$ cat src/rtl/prio_irq_pkg.sv
package prio_irq_pkg;

    localparam int NSRC  = 13;
    localparam int NLINE = NSRC - 2;
    localparam int NLVL  = 3;
    localparam int IDX_W = $clog2(NSRC);
    localparam int LVL_W = $clog2(NLVL);
    localparam int VEC_W = 8;
    localparam int PF    = 0;
    localparam int SER0  = 5;
    localparam int SER1  = 7;

    typedef enum logic [LVL_W-1:0] {
        LVL_LO = 2'd0,
        LVL_HI = 2'd1,
        LVL_PF = 2'd2
    } lvl_e;

    typedef enum logic {
        S_IDLE  = 1'b0,
        S_OFFER = 1'b1
    } arb_st_e;

    // Vectors are spaced 8 apart; power-fail takes slot 6 and the
    // sources after timer2 skip past it.
    function automatic logic [VEC_W-1:0] src_vector(input logic [IDX_W-1:0] idx);
        logic [IDX_W-1:0] slot;
        if (idx == '0)
            slot = IDX_W'(6);
        else if (idx < IDX_W'(7))
            slot = idx - IDX_W'(1);
        else
            slot = idx;
        return VEC_W'(3) + {1'b0, slot, 3'b000};
    endfunction

endpackage

$ cat src/rtl/irq_src_map.sv
module irq_src_map
    import prio_irq_pkg::*;
(
    input  logic [NLINE-1:0] line_req_i,
    input  logic [1:0]       ser_tx_i,
    input  logic [1:0]       ser_rx_i,
    output logic [NSRC-1:0]  req_o
);

    for (genvar i = 0; i < NSRC; i++) begin : g_src
        if (i == SER0) begin : g_ser0
            assign req_o[i] = ser_tx_i[0] | ser_rx_i[0];
        end else if (i == SER1) begin : g_ser1
            assign req_o[i] = ser_tx_i[1] | ser_rx_i[1];
        end else begin : g_line
            localparam int LI = i - ((i > SER0) ? 1 : 0) - ((i > SER1) ? 1 : 0);
            assign req_o[i] = line_req_i[LI];
        end
    end

endmodule

$ cat src/rtl/irq_pick.sv
module irq_pick #(
    parameter int N  = 13,
    parameter int IW = $clog2(N)
) (
    input  logic [N-1:0]  pend_i,
    output logic          any_o,
    output logic [IW-1:0] idx_o
);

    // Lowest index wins: scan downward so the last hit is the lowest.
    always_comb begin
        any_o = 1'b0;
        idx_o = '0;
        for (int k = N - 1; k >= 0; k--) begin
            if (pend_i[k]) begin
                any_o = 1'b1;
                idx_o = IW'(k);
            end
        end
    end

endmodule

$ cat src/rtl/irq_insvc.sv
module irq_insvc
    import prio_irq_pkg::*;
(
    input  logic             clk,
    input  logic             rst_n,
    input  logic             set_i,
    input  logic [LVL_W-1:0] set_lvl_i,
    input  logic             clr_i,
    output logic [NLVL-1:0]  mask_o
);

    logic [NLVL-1:0] mask_q;
    logic [NLVL-1:0] top;
    logic [NLVL-1:0] mask_d;

    always_comb begin
        top = '0;
        for (int k = 0; k < NLVL; k++) begin
            if (mask_q[k]) begin
                top    = '0;
                top[k] = 1'b1;
            end
        end
    end

    always_comb begin
        mask_d = mask_q & ~(clr_i ? top : '0);
        if (set_i)
            mask_d[set_lvl_i] = 1'b1;
    end

    always_ff @(posedge clk or negedge rst_n) begin
        if (!rst_n)
            mask_q <= '0;
        else
            mask_q <= mask_d;
    end

    assign mask_o = mask_q;

    assert_set_level_R8: assert property (@(posedge clk) disable iff (!rst_n)
        set_i |=> mask_o[$past(set_lvl_i)]);

    assert_ret_one_R10: assert property (@(posedge clk) disable iff (!rst_n)
        (clr_i && !set_i && (mask_o != '0)) |=>
            ($countones(mask_o) == $countones($past(mask_o)) - 1));

    assert_ret_empty_R10: assert property (@(posedge clk) disable iff (!rst_n)
        (clr_i && !set_i && (mask_o == '0)) |=> (mask_o == '0));

endmodule

$ cat src/rtl/irq_prio_arb.sv
module irq_prio_arb
    import prio_irq_pkg::*;
(
    input  logic              clk,
    input  logic              rst_n,
    input  logic              gbl_en_i,
    input  logic [NSRC-1:0]   src_en_i,
    input  logic [NSRC-1:0]   src_hi_i,
    input  logic [NLINE-1:0]  line_req_i,
    input  logic [1:0]        ser_tx_i,
    input  logic [1:0]        ser_rx_i,
    input  logic              ack_i,
    input  logic              reti_i,
    output logic              vec_valid_o,
    output logic [VEC_W-1:0]  vec_o,
    output logic [NLVL-1:0]   insvc_o
);

    arb_st_e          st, st_nx;
    logic [NSRC-1:0]  req;
    logic [NSRC-1:0]  pend;
    logic [NSRC-1:0]  hi_eff;
    logic [NSRC-1:0]  lvl_pend [NLVL];
    logic [NLVL-1:0]  pick_any;
    logic [IDX_W-1:0] pick_idx [NLVL];
    logic [NLVL-1:0]  blk;
    logic             cand_ok;
    lvl_e             cand_lvl;
    logic [IDX_W-1:0] cand_idx;
    lvl_e             lvl_q;
    logic [VEC_W-1:0] vec_q;
    logic             take;

    irq_src_map u_map (
        .line_req_i (line_req_i),
        .ser_tx_i   (ser_tx_i),
        .ser_rx_i   (ser_rx_i),
        .req_o      (req)
    );

    assign pend   = req & src_en_i & {NSRC{gbl_en_i}};
    assign hi_eff = src_hi_i & ~(NSRC'(1) << PF);

    // Split pending requests by level; power-fail is pinned to the top.
    always_comb begin
        logic [LVL_W-1:0] sl;
        for (int l = 0; l < NLVL; l++)
            lvl_pend[l] = '0;
        for (int s = 0; s < NSRC; s++) begin
            if (s == PF)
                sl = LVL_PF;
            else
                sl = hi_eff[s] ? LVL_HI : LVL_LO;
            lvl_pend[sl][s] = pend[s];
        end
    end

    for (genvar gl = 0; gl < NLVL; gl++) begin : g_lvl
        irq_pick #(.N(NSRC), .IW(IDX_W)) u_pick (
            .pend_i (lvl_pend[gl]),
            .any_o  (pick_any[gl]),
            .idx_o  (pick_idx[gl])
        );
    end

    // A level is blocked while it or any level above it is in service.
    always_comb begin
        for (int l = 0; l < NLVL; l++)
            blk[l] = |(insvc_o >> l);
    end

    always_comb begin
        cand_ok  = 1'b0;
        cand_lvl = LVL_LO;
        cand_idx = '0;
        for (int l = 0; l < NLVL; l++) begin
            if (pick_any[l] && !blk[l]) begin
                cand_ok  = 1'b1;
                cand_lvl = lvl_e'(LVL_W'(l));
                cand_idx = pick_idx[l];
            end
        end
    end

    // State register
    always_ff @(posedge clk or negedge rst_n) begin
        if (!rst_n)
            st <= S_IDLE;
        else
            st <= st_nx;
    end

    // Next state
    always_comb begin
        st_nx = st;
        unique case (st)
            S_IDLE:  if (cand_ok) st_nx = S_OFFER;
            S_OFFER: if (ack_i)   st_nx = S_IDLE;
        endcase
    end

    // Winner latch: loaded only on entry to S_OFFER
    always_ff @(posedge clk or negedge rst_n) begin
        if (!rst_n) begin
            vec_q <= '0;
            lvl_q <= LVL_LO;
        end else if (st == S_IDLE && cand_ok) begin
            vec_q <= src_vector(cand_idx);
            lvl_q <= cand_lvl;
        end
    end

    // Outputs
    always_comb begin
        vec_valid_o = (st == S_OFFER);
        vec_o       = vec_q;
        take        = (st == S_OFFER) && ack_i;
    end

    irq_insvc u_insvc (
        .clk       (clk),
        .rst_n     (rst_n),
        .set_i     (take),
        .set_lvl_i (lvl_q),
        .clr_i     (reti_i),
        .mask_o    (insvc_o)
    );

    assert_hold_R7: assert property (@(posedge clk) disable iff (!rst_n)
        (vec_valid_o && !ack_i) |=> (vec_valid_o && $stable(vec_o)));

    assert_ack_drop_R8: assert property (@(posedge clk) disable iff (!rst_n)
        (vec_valid_o && ack_i) |=> !vec_valid_o);

    assert_above_insvc_R9: assert property (@(posedge clk) disable iff (!rst_n)
        vec_valid_o |-> ((insvc_o >> lvl_q) == '0));

    assert_gbl_gate_R6: assert property (@(posedge clk) disable iff (!rst_n)
        (!vec_valid_o && !gbl_en_i) |=> !vec_valid_o);

endmodule

$ cat config.mk
export PLATFORM = sky130hd
export DESIGN_NAME = irq_prio_arb
export DESIGN_NICKNAME = d
export VERILOG_FILES = /design/src/rtl/prio_irq_pkg.sv /design/src/rtl/irq_src_map.sv /design/src/rtl/irq_pick.sv /design/src/rtl/irq_insvc.sv /design/src/rtl/irq_prio_arb.sv
export SDC_FILE = /design/constraint.sdc
export NUM_CORES = 1
export LEC_CHECK = 0
export CAP_MARGIN = 10
export CORE_ASPECT_RATIO = 0.7
export CORE_UTILIZATION = 45
export DETAILED_ROUTE_END_ITERATION = 8
export PLACE_DENSITY_LB_ADDON = 0.25
export SYNTH_ARGS = -nofsm -noshare
export SYNTH_HDL_FRONTEND = slang
export SYNTH_HIERARCHICAL = 1
export SYNTH_SLANG_ARGS = --single-unit
$ cat constraint.sdc
create_clock -name clk -period 2.3 [get_ports clk]
set_input_delay 0.46 -clock clk [delete_from_list [all_inputs] [get_ports clk]]
set_output_delay 0.46 -clock clk [all_outputs]
set_load 0.05 [all_outputs]
==> results.txt, run 1 <==
main area contributors after synthesis: dfrtp_1 18%, nor2_1 9.6%, buf_4 6.9%
Clock Tree Buf Depth: 2
gp weighted congestion: 0.846
most common library cells after synthesis: 39 x nor2_1, 23 x inv_1, 15 x nand3_1, 14 x buf_4, 12 x nand2_1
Avg Cell Area, Syn: 7.11 sq um
Post-synth EDFFs: 0
Synth Cell Area: 1520 sq um
sequential element share of the synthesized area: 0.181
Num CTS Buffers: 3
Worst EP kind: register input
status: stopped before the end
clock sinks: 11
top-area cell type share of the netlist area: 0.181
Syn. warnings: 6
number of unique standard cell types used by synthesis: 45
IO Pins: 58
DP Wirelength: 3810 um
htree depth: 1
PortBufs: 54
row count: 17
worst endpoint after global-route timing repair: vec_o[6]$_DFFE_PN0P_/D
most numerous cell in the Yosys netlist: nor2_1
Err: [ERROR DPL-0038] Utilization greater than 100%, impossible to legalize
most area-hungry cell type in the Yosys netlist: dfrtp_1
placed insts: 377
Mapped Cells: 214
ys async rst share: 1.00
Top FF cell, synth: dfrtp_1
largest net degree at the start of global routing: 12
Die Width: 71.5 um
Seq cells post-synth: 11
Fail Step: global routing
Initial Util: 0.477
CTS root buf: clkbuf_8
die extent in y: 50.7 um
-- per-stage QoR --
stage               worst slack [ps]  instance area [sq um]  hold WS [ps]  setup TNS, ps
CTS                             -392                   3080           495          -2080
detailed placement             -1040                   2580           483          -6080
global placement                -948                   2580           471          -5600
floorplan                       -434                   1800           164          -1330
-- what timing repair did --
item                                    in CTS
cloned                                       1
hold endpoints to repair                     0
hold buffers                                 0
setup buffers                               23
endpoints found under the setup margin       8
resized for setup                          127
pin swaps                                   47
-- cell families after synthesis --
family	synth area share
adders and majority gates	0.0164
other	0.00246
buffers and inverters	0.138
AOI/OAI and AO/OA	0.230
muxes	0.00740
and+or+nand+nor	0.424
DFF	0.181
==> run 2: changes to the inputs <==
--- a/config.mk
+++ b/config.mk
@@ -6,10 +6,9 @@
 export NUM_CORES = 1
 export LEC_CHECK = 0
 export CAP_MARGIN = 10
-export CORE_ASPECT_RATIO = 0.7
-export CORE_UTILIZATION = 45
+export CORE_UTILIZATION = 35
 export DETAILED_ROUTE_END_ITERATION = 8
-export PLACE_DENSITY_LB_ADDON = 0.25
+export PLACE_DENSITY_LB_ADDON = 0.15
 export SYNTH_ARGS = -nofsm -noshare
 export SYNTH_HDL_FRONTEND = slang
 export SYNTH_HIERARCHICAL = 1
==> results.txt, run 2 <==
Slew HR: 0.665
sequential share of power: 0.190
Initial DRC Count: 84
Top FF cell, synth: dfrtp_1
IO Pins: 58 (unchanged)
die extent in y: 67.9 um (+34%)
ys async rst share: 1.00 (unchanged)
Slew Limit Fails: 0
most common library cells after synthesis: 39 x nor2_1, 23 x inv_1, 15 x nand3_1, 14 x buf_4, 12 x nand2_1
gp weighted congestion: 0.874 (+3.2%)
FF-to-FF Start: u_insvc/mask_o[1]
status: complete, but fails checks
Crit path depth: 14
GRT Total Usage: 0.217
Non-Filler Instances: 411
initial antenna violation count: 0
die area: 4610 sq um
Final WS setup: -478 ps
FF-to-FF path depth: 8
switching share of power: 0.451
net switching power: 800 uW
Worst R2R Setup Slack: 160 ps
Clock Power Share: 0.110
final wirelength: 5090 um
Seq cells post-synth: 11 (unchanged)
Pre-antenna DRT Iters: 4
main area contributors after synthesis: dfrtp_1 18%, nor2_1 9.6%, buf_4 6.9%
CP Cell Sequence: clkdlybuf4s50_1, nand3_2, nor2_2, nor4_4, nand3_2, buf_4, nor4b_4, nand2_1, nand2_2, ha_4, inv_2, or3_4, a21o_1, o2bb2ai_1
Die Width: 67.9 um (-5.0%)
top-area cell type share of the netlist area: 0.181 (unchanged)
CTS root buf: clkbuf_8
Post-synth EDFFs: 0 (unchanged)
failing checks: setup timing
routed len/inst: 12.4 um
most numerous cell in the Yosys netlist: nor2_1
Largest delay share family, worst path: simple AND/OR/NAND/NOR gates
nature of the critical path endpoint: flop
VDD IR max: 331 uV
Initial Util: 0.372 (-0.105)
Critical path destination: vec_o[4]
period utilization: 1.21
largest net degree at the start of global routing: 12
P&R area growth vs syn: 104%
clock sinks: 11 (unchanged)
GR Overflow Total: 0
most common cell after layout, fill and taps aside: buf_4
core area: 4090 sq um
fin nets: 410
placed insts: 385 (+2.1%)
Largest stage delay, worst path: 480 ps
htree depth: 1 (unchanged)
number of remaining DRC errors: 0
CP max stage cell: clkdlybuf4s50_1
Final setup viols: 4
most frequent cell on the critical path: nand3_2
worst slew pin tran: 501 ps
number of flip-flops in the largest register: 5
Post-DRT Antenna Nets: 0
CTS tree: yes
combinational share of power: 0.701
Hold Crit Class: flop to flop
number of unique standard cell types used by synthesis: 45 (unchanged)
Tmin final: 2780 ps
type of origin of the critical path: input port
Worst Path Max Fanout: 3
Post-CTS Hold Buffers: 0 (unchanged)
most area-hungry cell type in the Yosys netlist: dfrtp_1
leakage power: 1.42 nW
Setup TNS Final: -1680 ps
Clk pin slew, worst setup/hold paths: 50 ps
Max-cap violations: 0
f_max: 0.360 GHz
via count: 1950
first-pass GRT wire length: 7600 um
sequential element share of the synthesized area: 0.181 (unchanged)
Avg Cell Area, Syn: 7.11 sq um (unchanged)
Synth Cell Area: 1520 sq um (unchanged)
DP Wirelength: 3410 um (-11%)
dpl ws: -1060 ps (-22.3 ps)
reg2reg end: vec_o[4]
Num CTS Buffers: 3 (unchanged)
via/cell ratio: 4.74
Buf/Inv on CP: 3
RSZ-0062 raised after global routing: yes
Clock Tree Buf Depth: 2 (unchanged)
Syn. warnings: 6 (unchanged)
commonest cells after routing, fill and taps aside: 47 x buf_4, 46 x conb_1, 21 x dlygate4sd2_1, 20 x nor2_1, 16 x clkdlybuf4s50_1
critical path type: input port to flop
PortBufs: 54 (unchanged)
Critical Path AT: 2900 ps
final hold vios: 0
cell internal pwr: 975 uW
share of cells above drive strength 1: 0.416
PwrDens: 572 nW/um^2
Clock Latency Late Sink: 240 ps
Worst EP required: 2420 ps
Worst Hold Slack: 487 ps
# diodes: 0
critical path launch point: line_req_i[3]
Mapped Cells: 214 (unchanged)
vias in the first global route: 1846
row count: 23 (+6)
skew final: 0.835 ps
[run 2: cell type report]
class,count,area (sq um)
inverters,26,100
fillers,303,982
clock buffers,4,45.0
multi-input cells,206,1590
well taps,50,62.6
flip-flops and latches,11,275
repair buffers,114,1030
[run 2: worst min path at each step]
stage | start | endpoint | slack [ps] | cells past startpoint
2_1_floorplan | rst_n | lvl_q[0] | 160 | 0
3_3_place_gp | vec_o[5] | vec_o[5] | 470 | 2
3_5_place_dp | vec_o[1] | vec_o[1] | 480 | 1
4_1_cts | vec_o[1] | vec_o[1] | 490 | 1
5_1_grt | vec_o[1] | vec_o[1] | 520 | 1
6_report | vec_o[6] | vec_o[6] | 490 | 2
[run 2: tightest hold or removal path: cells and delay by family, from the launching register on]
family / cells / cell delay (ps)
DFF: 1 / 340
AOI/OAI and AO/OA: 1 / 60
and+or+nand+nor: 1 / 50
[run 2: power by group through the flow]
stage | combinational, mW | sequential (mW) | clock, mW
finish | 1.24 | 0.337 | 0.194
global route | 1.33 | 0.347 | 0.210
CTS | 1.16 | 0.336 | 0.197
detailed placement | 1.02 | 0.337 | 0
global placement | 1.01 | 0.335 | 0
floorplan | 0.453 | 0.527 | 0
[run 2: cell families (layout without fill, tap and decap cells)]
family	count (synthesis)	count (layout)	synth area share
simple gates	109	109	0.424
mux	1	1	0.00740
flops	11	11	0.181
fa+ha+maj	2	2	0.0164
other cells	1	46	0.00246
buf+inv	42	144	0.138
compound gates	48	48	0.230
[run 2: what timing repair did]
action | CTS | global route
gates cloned | 1 | 0
resized for setup | 109 | 35
pin swaps | 46 | 40
endpoints found under the setup margin | 8 | 8
buffers inserted | 28 | 9
[run 2: per-stage QoR]
step	total power, mW	utilization	cell area (sq um)
2_1_floorplan	0.980	-	1800
3_3_place_gp	1.35	0.627	2560
3_5_place_dp	1.35	0.627	2560
4_1_cts	1.69	0.723	2950
5_1_grt	1.89	0.760	3100
6_report	1.77	0.760	3100
[run 2: layer usage]
metal  vias to the layer above  routed length, um  GRT usage
met4                         0                 97     0.0755
li1                        988                  -          -
met2                        65               2580      0.382
met3                        13                273     0.0267
met1                       884               2140      0.267
met5                         -                  0          0
Power figures use the tool's default switching activity.
==> run 3: changes to the inputs <==
--- a/config.mk
+++ b/config.mk
@@ -6,8 +6,9 @@
 export NUM_CORES = 1
 export LEC_CHECK = 0
 export CAP_MARGIN = 10
-export CORE_UTILIZATION = 35
+export CORE_AREA = 2 2 63 65
 export DETAILED_ROUTE_END_ITERATION = 8
+export DIE_AREA = 0 0 65 67
 export PLACE_DENSITY_LB_ADDON = 0.15
 export SYNTH_ARGS = -nofsm -noshare
 export SYNTH_HDL_FRONTEND = slang
==> results.txt, run 3 (synthesis results as in run 2) <==
DP Wirelength: 3420 um (+0.31%)
Clock Power Share: 0.103 (-0.007)
leakage power: 1.42 nW (-0.18%)
die area: 4360 sq um (-5.6%)
Clock Latency Late Sink: 230 ps (about the same)
Max-cap violations: 0 (unchanged)
total power draw: 1.83 mW (+3.3%)
final wirelength: 6340 um (+25%)
Post-DRT Antenna Nets: 0 (unchanged)
Final Util: 0.868 (+0.109)
clock sinks: 11 (unchanged)
Initial Util: 0.422 (+0.0496)
PortBufs: 54 (unchanged)
row count: 22 (-4.3%)
htree depth: 1 (unchanged)
cell internal pwr: 991 uW (+1.6%)
CTS tree: yes
fin nets: 410 (unchanged)
core area: 3610 sq um (-12%)
Num CTS Buffers: 3 (unchanged)
via count: 2120 (+8.7%)
number of remaining DRC errors: 0 (unchanged)
vias in the first global route: 1918 (+3.9%)
critical path type: input port to flop
commonest cells after routing, fill and taps aside: 50 x buf_4, 46 x conb_1, 19 x nor2_1, 18 x dlygate4sd2_1, 16 x nor2_4
Critical Path AT: 3000 ps (+100 ps)
area of the multi-input gates: 1620 sq um (+2.2%)
P&R area growth vs syn: 106%
status: complete, but fails checks
largest net degree at the start of global routing: 12 (unchanged)
combinational share of power: 0.711 (+0.010)
final hold vios: 0 (unchanged)
Initial DRC Count: 133 (+58%)
Die Width: 65 um (-4.3%)
Pre-antenna DRT Iters: 4 (unchanged)
min-delay src: vec_o[6]
Clk pin slew, worst setup/hold paths: 50 ps (about the same)
switching share of power: 0.459 (+0.00874)
share of cells above drive strength 1: 0.418 (+0.00277)
GRT Total Usage: 0.254 (+0.0368)
Area after DPL: 2550 sq um (-0.29%)
FF-to-FF Start: u_insvc/mask_o[2]
PwrDens: 585 nW/um^2 (+2.4%)
dpl ws: -1080 ps (-23.3 ps)
sequential share of power: 0.186 (-0.004)
Post-CTS Hold Buffers: 0 (unchanged)
Worst Hold Slack: 476 ps (-10.4 ps)
worst slew pin tran: 499 ps (-1.64 ps)
CTS root buf: clkbuf_8
fin area: 3130 sq um (+0.89%)
Final WS setup: -534 ps (-55.5 ps)
type of origin of the critical path: input port
Non-Filler Instances: 409 (-0.49%)
Tmin final: 2830 ps (+55.5 ps)
most common cell after layout, fill and taps aside: buf_4
Final setup viols: 8 (+4)
first-pass GRT wire length: 8590 um (+13%)
Setup TNS Final: -2470 ps (-794 ps)
number of flip-flops in the largest register: 5 (unchanged)
VDD IR max: 377 uV (+14%)
period utilization: 1.23 (+0.0241)
GR Overflow Total: 0 (unchanged)
Slew HR: 0.666 (+0.00110)
register area: 275 sq um (unchanged)
# diodes: 0 (unchanged)
initial antenna violation count: 0 (unchanged)
Slew Limit Fails: 0 (unchanged)
net switching power: 842 uW (+5.3%)
Clock Tree Buf Depth: 2 (unchanged)
RSZ-0062 raised after global routing: yes
Worst Path Max Fanout: 3 (unchanged)
failing checks: setup timing
Hold Crit Class: flop to flop
routed len/inst: 15.5 um (+25%)
die extent in y: 67 um (-1.4%)
f_max: 0.353 GHz (-2.0%)
skew final: 3.87 ps (+3.03 ps)
fill count: 177 (-42%)
IO Pins: 58 (unchanged)
placed insts: 384 (-0.26%)
nature of the critical path endpoint: flop
critical path launch point: ser_tx_i[0]
via/cell ratio: 5.18 (+9.2%)
Worst EP required: 2470 ps (+50 ps)
gp weighted congestion: 0.837 (-4.2%)
-- run 3: power groups by stage --
| stage | combinational (mW) | clock, mW | sequential (mW) |
|---|---|---|---|
| global route | 1.38 | 0.206 | 0.350 |
| CTS | 1.11 | 0.189 | 0.335 |
| finish | 1.30 | 0.189 | 0.341 |
| floorplan | 0.453 | 0 | 0.527 |
| global placement | 1.01 | 0 | 0.334 |
| detailed placement | 1.02 | 0 | 0.336 |
-- run 3: final cells by class --
cell class,count,area share
clock buffer,4,0.0144
inverter,26,0.0312
multi-input combinational,206,0.518
sequential,11,0.0879
tap,48,0.0192
timing repair buffer,114,0.330
-- run 3: final timing paths --
check	slack (ps)	endpoint	depth (start not counted)
max	-530	vec_o[3]	14
min	480	vec_o[6]	2
max reg2reg	90	vec_o[3]	8
min reg2reg	480	vec_o[6]	2
max in group asynchronous	1430	vec_o[6]	1
min in group asynchronous	550	lvl_q[0]	1
-- run 3: metal layers --
layer | track usage | part of all wire
met1 | 0.291 | 0.35
met2 | 0.487 | 0.53
met3 | 0.0236 | 0.064
met4 | 0.0851 | 0.050
met5 | 0 | 0
-- run 3: critical path, cell delays in order --
cell and delay [ps]:
clkdlybuf4s15_1 170, or2_4 260, nand3_4 90, nor2_4 60, nor4_4 300, nand3_4 150
nor3b_4 320, a32oi_2 160, nand2_2 160, ha_4 150, inv_2 30, or3_4 330
a21boi_1 190, o31a_1 160
-- run 3: what timing repair did --
item | in CTS | in global routing
setup buffers | 14 | 8
pin swaps | 48 | 23
hold endpoints to repair | 0 | 0
setup endpoints to repair | 8 | 7
resized for setup | 127 | 32
==> run 4: changes to the inputs <==
--- a/config.mk
+++ b/config.mk
@@ -7,9 +7,11 @@
 export LEC_CHECK = 0
 export CAP_MARGIN = 10
 export CORE_AREA = 2 2 63 65
+export CTS_CLUSTER_DIAMETER = 30
 export DETAILED_ROUTE_END_ITERATION = 8
 export DIE_AREA = 0 0 65 67
 export PLACE_DENSITY_LB_ADDON = 0.15
+export REMOVE_ABC_BUFFERS = 1
 export SYNTH_ARGS = -nofsm -noshare
 export SYNTH_HDL_FRONTEND = slang
 export SYNTH_HIERARCHICAL = 1
==> results.txt, run 4 (synthesis results as in run 2) <==
Clock Tree Buf Depth: 2 (unchanged)
Worst Path Max Fanout: 3 (unchanged)
Slew Limit Fails: 0 (unchanged)
type of origin of the critical path: input port
final wirelength: 7730 um (+22%)
total power draw: 1.92 mW (+4.9%)
core area: 3610 sq um (unchanged)
Hold Crit Class: flop to flop
Worst EP required: 2420 ps (-50 ps)
CTS tree: yes
Non-Filler Instances: 420 (+2.7%)
Initial Util: 0.422 (unchanged)
IO Pins: 58 (unchanged)
htree depth: 1 (unchanged)
Max-cap violations: 0 (unchanged)
# diodes: 0 (unchanged)
largest net degree at the start of global routing: 12 (unchanged)
Final Util: 0.885 (+0.0170)
gp weighted congestion: 0.889 (+6.2%)
Final WS setup: -616 ps (-82.5 ps)
CTS root buf: clkbuf_8
failing checks: setup timing
PortBufs: 54 (unchanged)
period utilization: 1.27 (+0.0359)
Clk pin slew, worst setup/hold paths: 50 ps (about the same)
routed len/inst: 18.4 um (+19%)
Tmin final: 2920 ps (+82.5 ps)
Setup TNS Final: -2220 ps (+250 ps)
CP Cell Sequence: clkdlybuf4s15_1, or2_1, nand3_2, buf_4, nor2_4, buf_4, nor2_1, a211oi_2, nor3_2, a32oi_2, nand2_2, ha_4, inv_2, or3_4, a21o_1, o2bb2ai_1
worst slew pin tran: 525 ps (+26.1 ps)
net switching power: 932 uW (+11%)
Initial DRC Count: 350 (+160%)
Pre-antenna DRT Iters: 5 (+1)
skew final: 0.833 ps (-3.04 ps)
nature of the critical path endpoint: flop
P&R area growth vs syn: 110%
Critical Path AT: 3030 ps (+30 ps)
share of cells above drive strength 1: 0.433 (+0.0145)
Slew HR: 0.649 (-0.0174)
Clock Latency Late Sink: 240 ps (about the same)
critical path type: input port to flop
number of flip-flops in the largest register: 5 (unchanged)
RSZ-0062 raised after global routing: yes
fin nets: 421 (+2.7%)
leakage power: 1.46 nW (+2.8%)
most frequent cell on the critical path: buf_4
cell internal pwr: 990 uW (about the same)
switching share of power: 0.485 (+0.0257)
via count: 2276 (+7.4%)
final hold vios: 0 (unchanged)
Final setup viols: 4 (-4)
Die Width: 65 um (unchanged)
Num CTS Buffers: 3 (unchanged)
via/cell ratio: 5.42 (+4.5%)
number of remaining DRC errors: 0 (unchanged)
PwrDens: 602 nW/um^2 (+2.9%)
commonest cells after routing, fill and taps aside: 61 x buf_4, 46 x conb_1, 21 x dlygate4sd2_1, 18 x nor2_1, 17 x inv_1
combinational share of power: 0.714 (+0.003)
DP Wirelength: 3400 um (-0.45%)
placed insts: 386 (+0.52%)
row count: 22 (unchanged)
clock sinks: 11 (unchanged)
sequential share of power: 0.182 (-0.004)
GRT Total Usage: 0.256 (+0.00206)
first-pass GRT wire length: 8910 um (+3.8%)
most common cell after layout, fill and taps aside: buf_4
Post-DRT Antenna Nets: 0 (unchanged)
CP max stage cell: or3_4
VDD IR max: 361 uV (-4.3%)
f_max: 0.343 GHz (-2.8%)
status: complete, but fails checks
initial antenna violation count: 0 (unchanged)
vias in the first global route: 2121 (+11%)
Worst Hold Slack: 506 ps (+30.1 ps)
Largest stage delay, worst path: 370 ps (+40 ps)
Clock Power Share: 0.104 (about the same)
die extent in y: 67 um (unchanged)
die area: 4360 sq um (unchanged)
GR Overflow Total: 0 (unchanged)
run 4: path summary, 6_finish.rpt:
kind                                          end  slack, ps  cells past startpoint         startpoint
worst max-delay path                     vec_o[4]       -620                     16        ser_tx_i[0]
worst min-delay path                     vec_o[1]        510                      1           vec_o[1]
worst max register to register           vec_o[4]        130                      8  u_insvc/mask_o[1]
worst min register to register           vec_o[1]        510                      1           vec_o[1]
max in group asynchronous             vec_valid_o       1380                      1              rst_n
min in group asynchronous       u_insvc/mask_o[1]        570                      1              rst_n
run 4: per-stage QoR:
step | setup WS (ps) | instance area, sq um
floorplan | -577 | 1580
global placement | -1020 | 2490
detailed placement | -1140 | 2490
CTS | -330 | 2950
global route | -646 | 3190
finish | -616 | 3190
run 4: worst max-delay path: cells and delay by family:
kind,cells,cell delay (ps)
adders and majority gates,1,140
AOI/OAI and AO/OA,4,590
and+or+nand+nor,7,1350
buffers and inverters,4,490
run 4: layout make-up:
type                            count  area (sq um)
Multi-Input combinational cell    206          1640
Clock buffer                        4          45.0
Timing Repair Buffer              125          1080
Fill cell                         169           413
Tap cell                           48          60.1
Inverter                           26          97.6
Sequential cell                    11           275
run 4: metal layers:
| metal | up-vias | routed length, um | global-route usage |
|---|---|---|---|
| met5 | - | 0 | 0 |
| met4 | 0 | 493 | 0.0904 |
| met3 | 58 | 570 | 0.0304 |
| met2 | 166 | 3870 | 0.486 |
| met1 | 1043 | 2790 | 0.292 |
| li1 | 1009 | - | - |
run 4: power by group through the flow:
| stage | registers, mW | logic [mW] | clock network [mW] |
|---|---|---|---|
| finish | 0.350 | 1.37 | 0.200 |
| global route | 0.351 | 1.43 | 0.212 |
| CTS | 0.328 | 1.11 | 0.191 |
| detailed placement | 0.323 | 1.00 | 0 |
| global placement | 0.322 | 0.981 | 0 |
| floorplan | 0.522 | 0.396 | 0 |
run 4: what timing repair did:
action	in CTS	in global routing
endpoints found under the hold margin	0	0
setup endpoints to repair	8	8
hold buffers	0	0
resized for setup	120	48
cloned	0	1
pin swaps	45	29
setup buffers	25	9
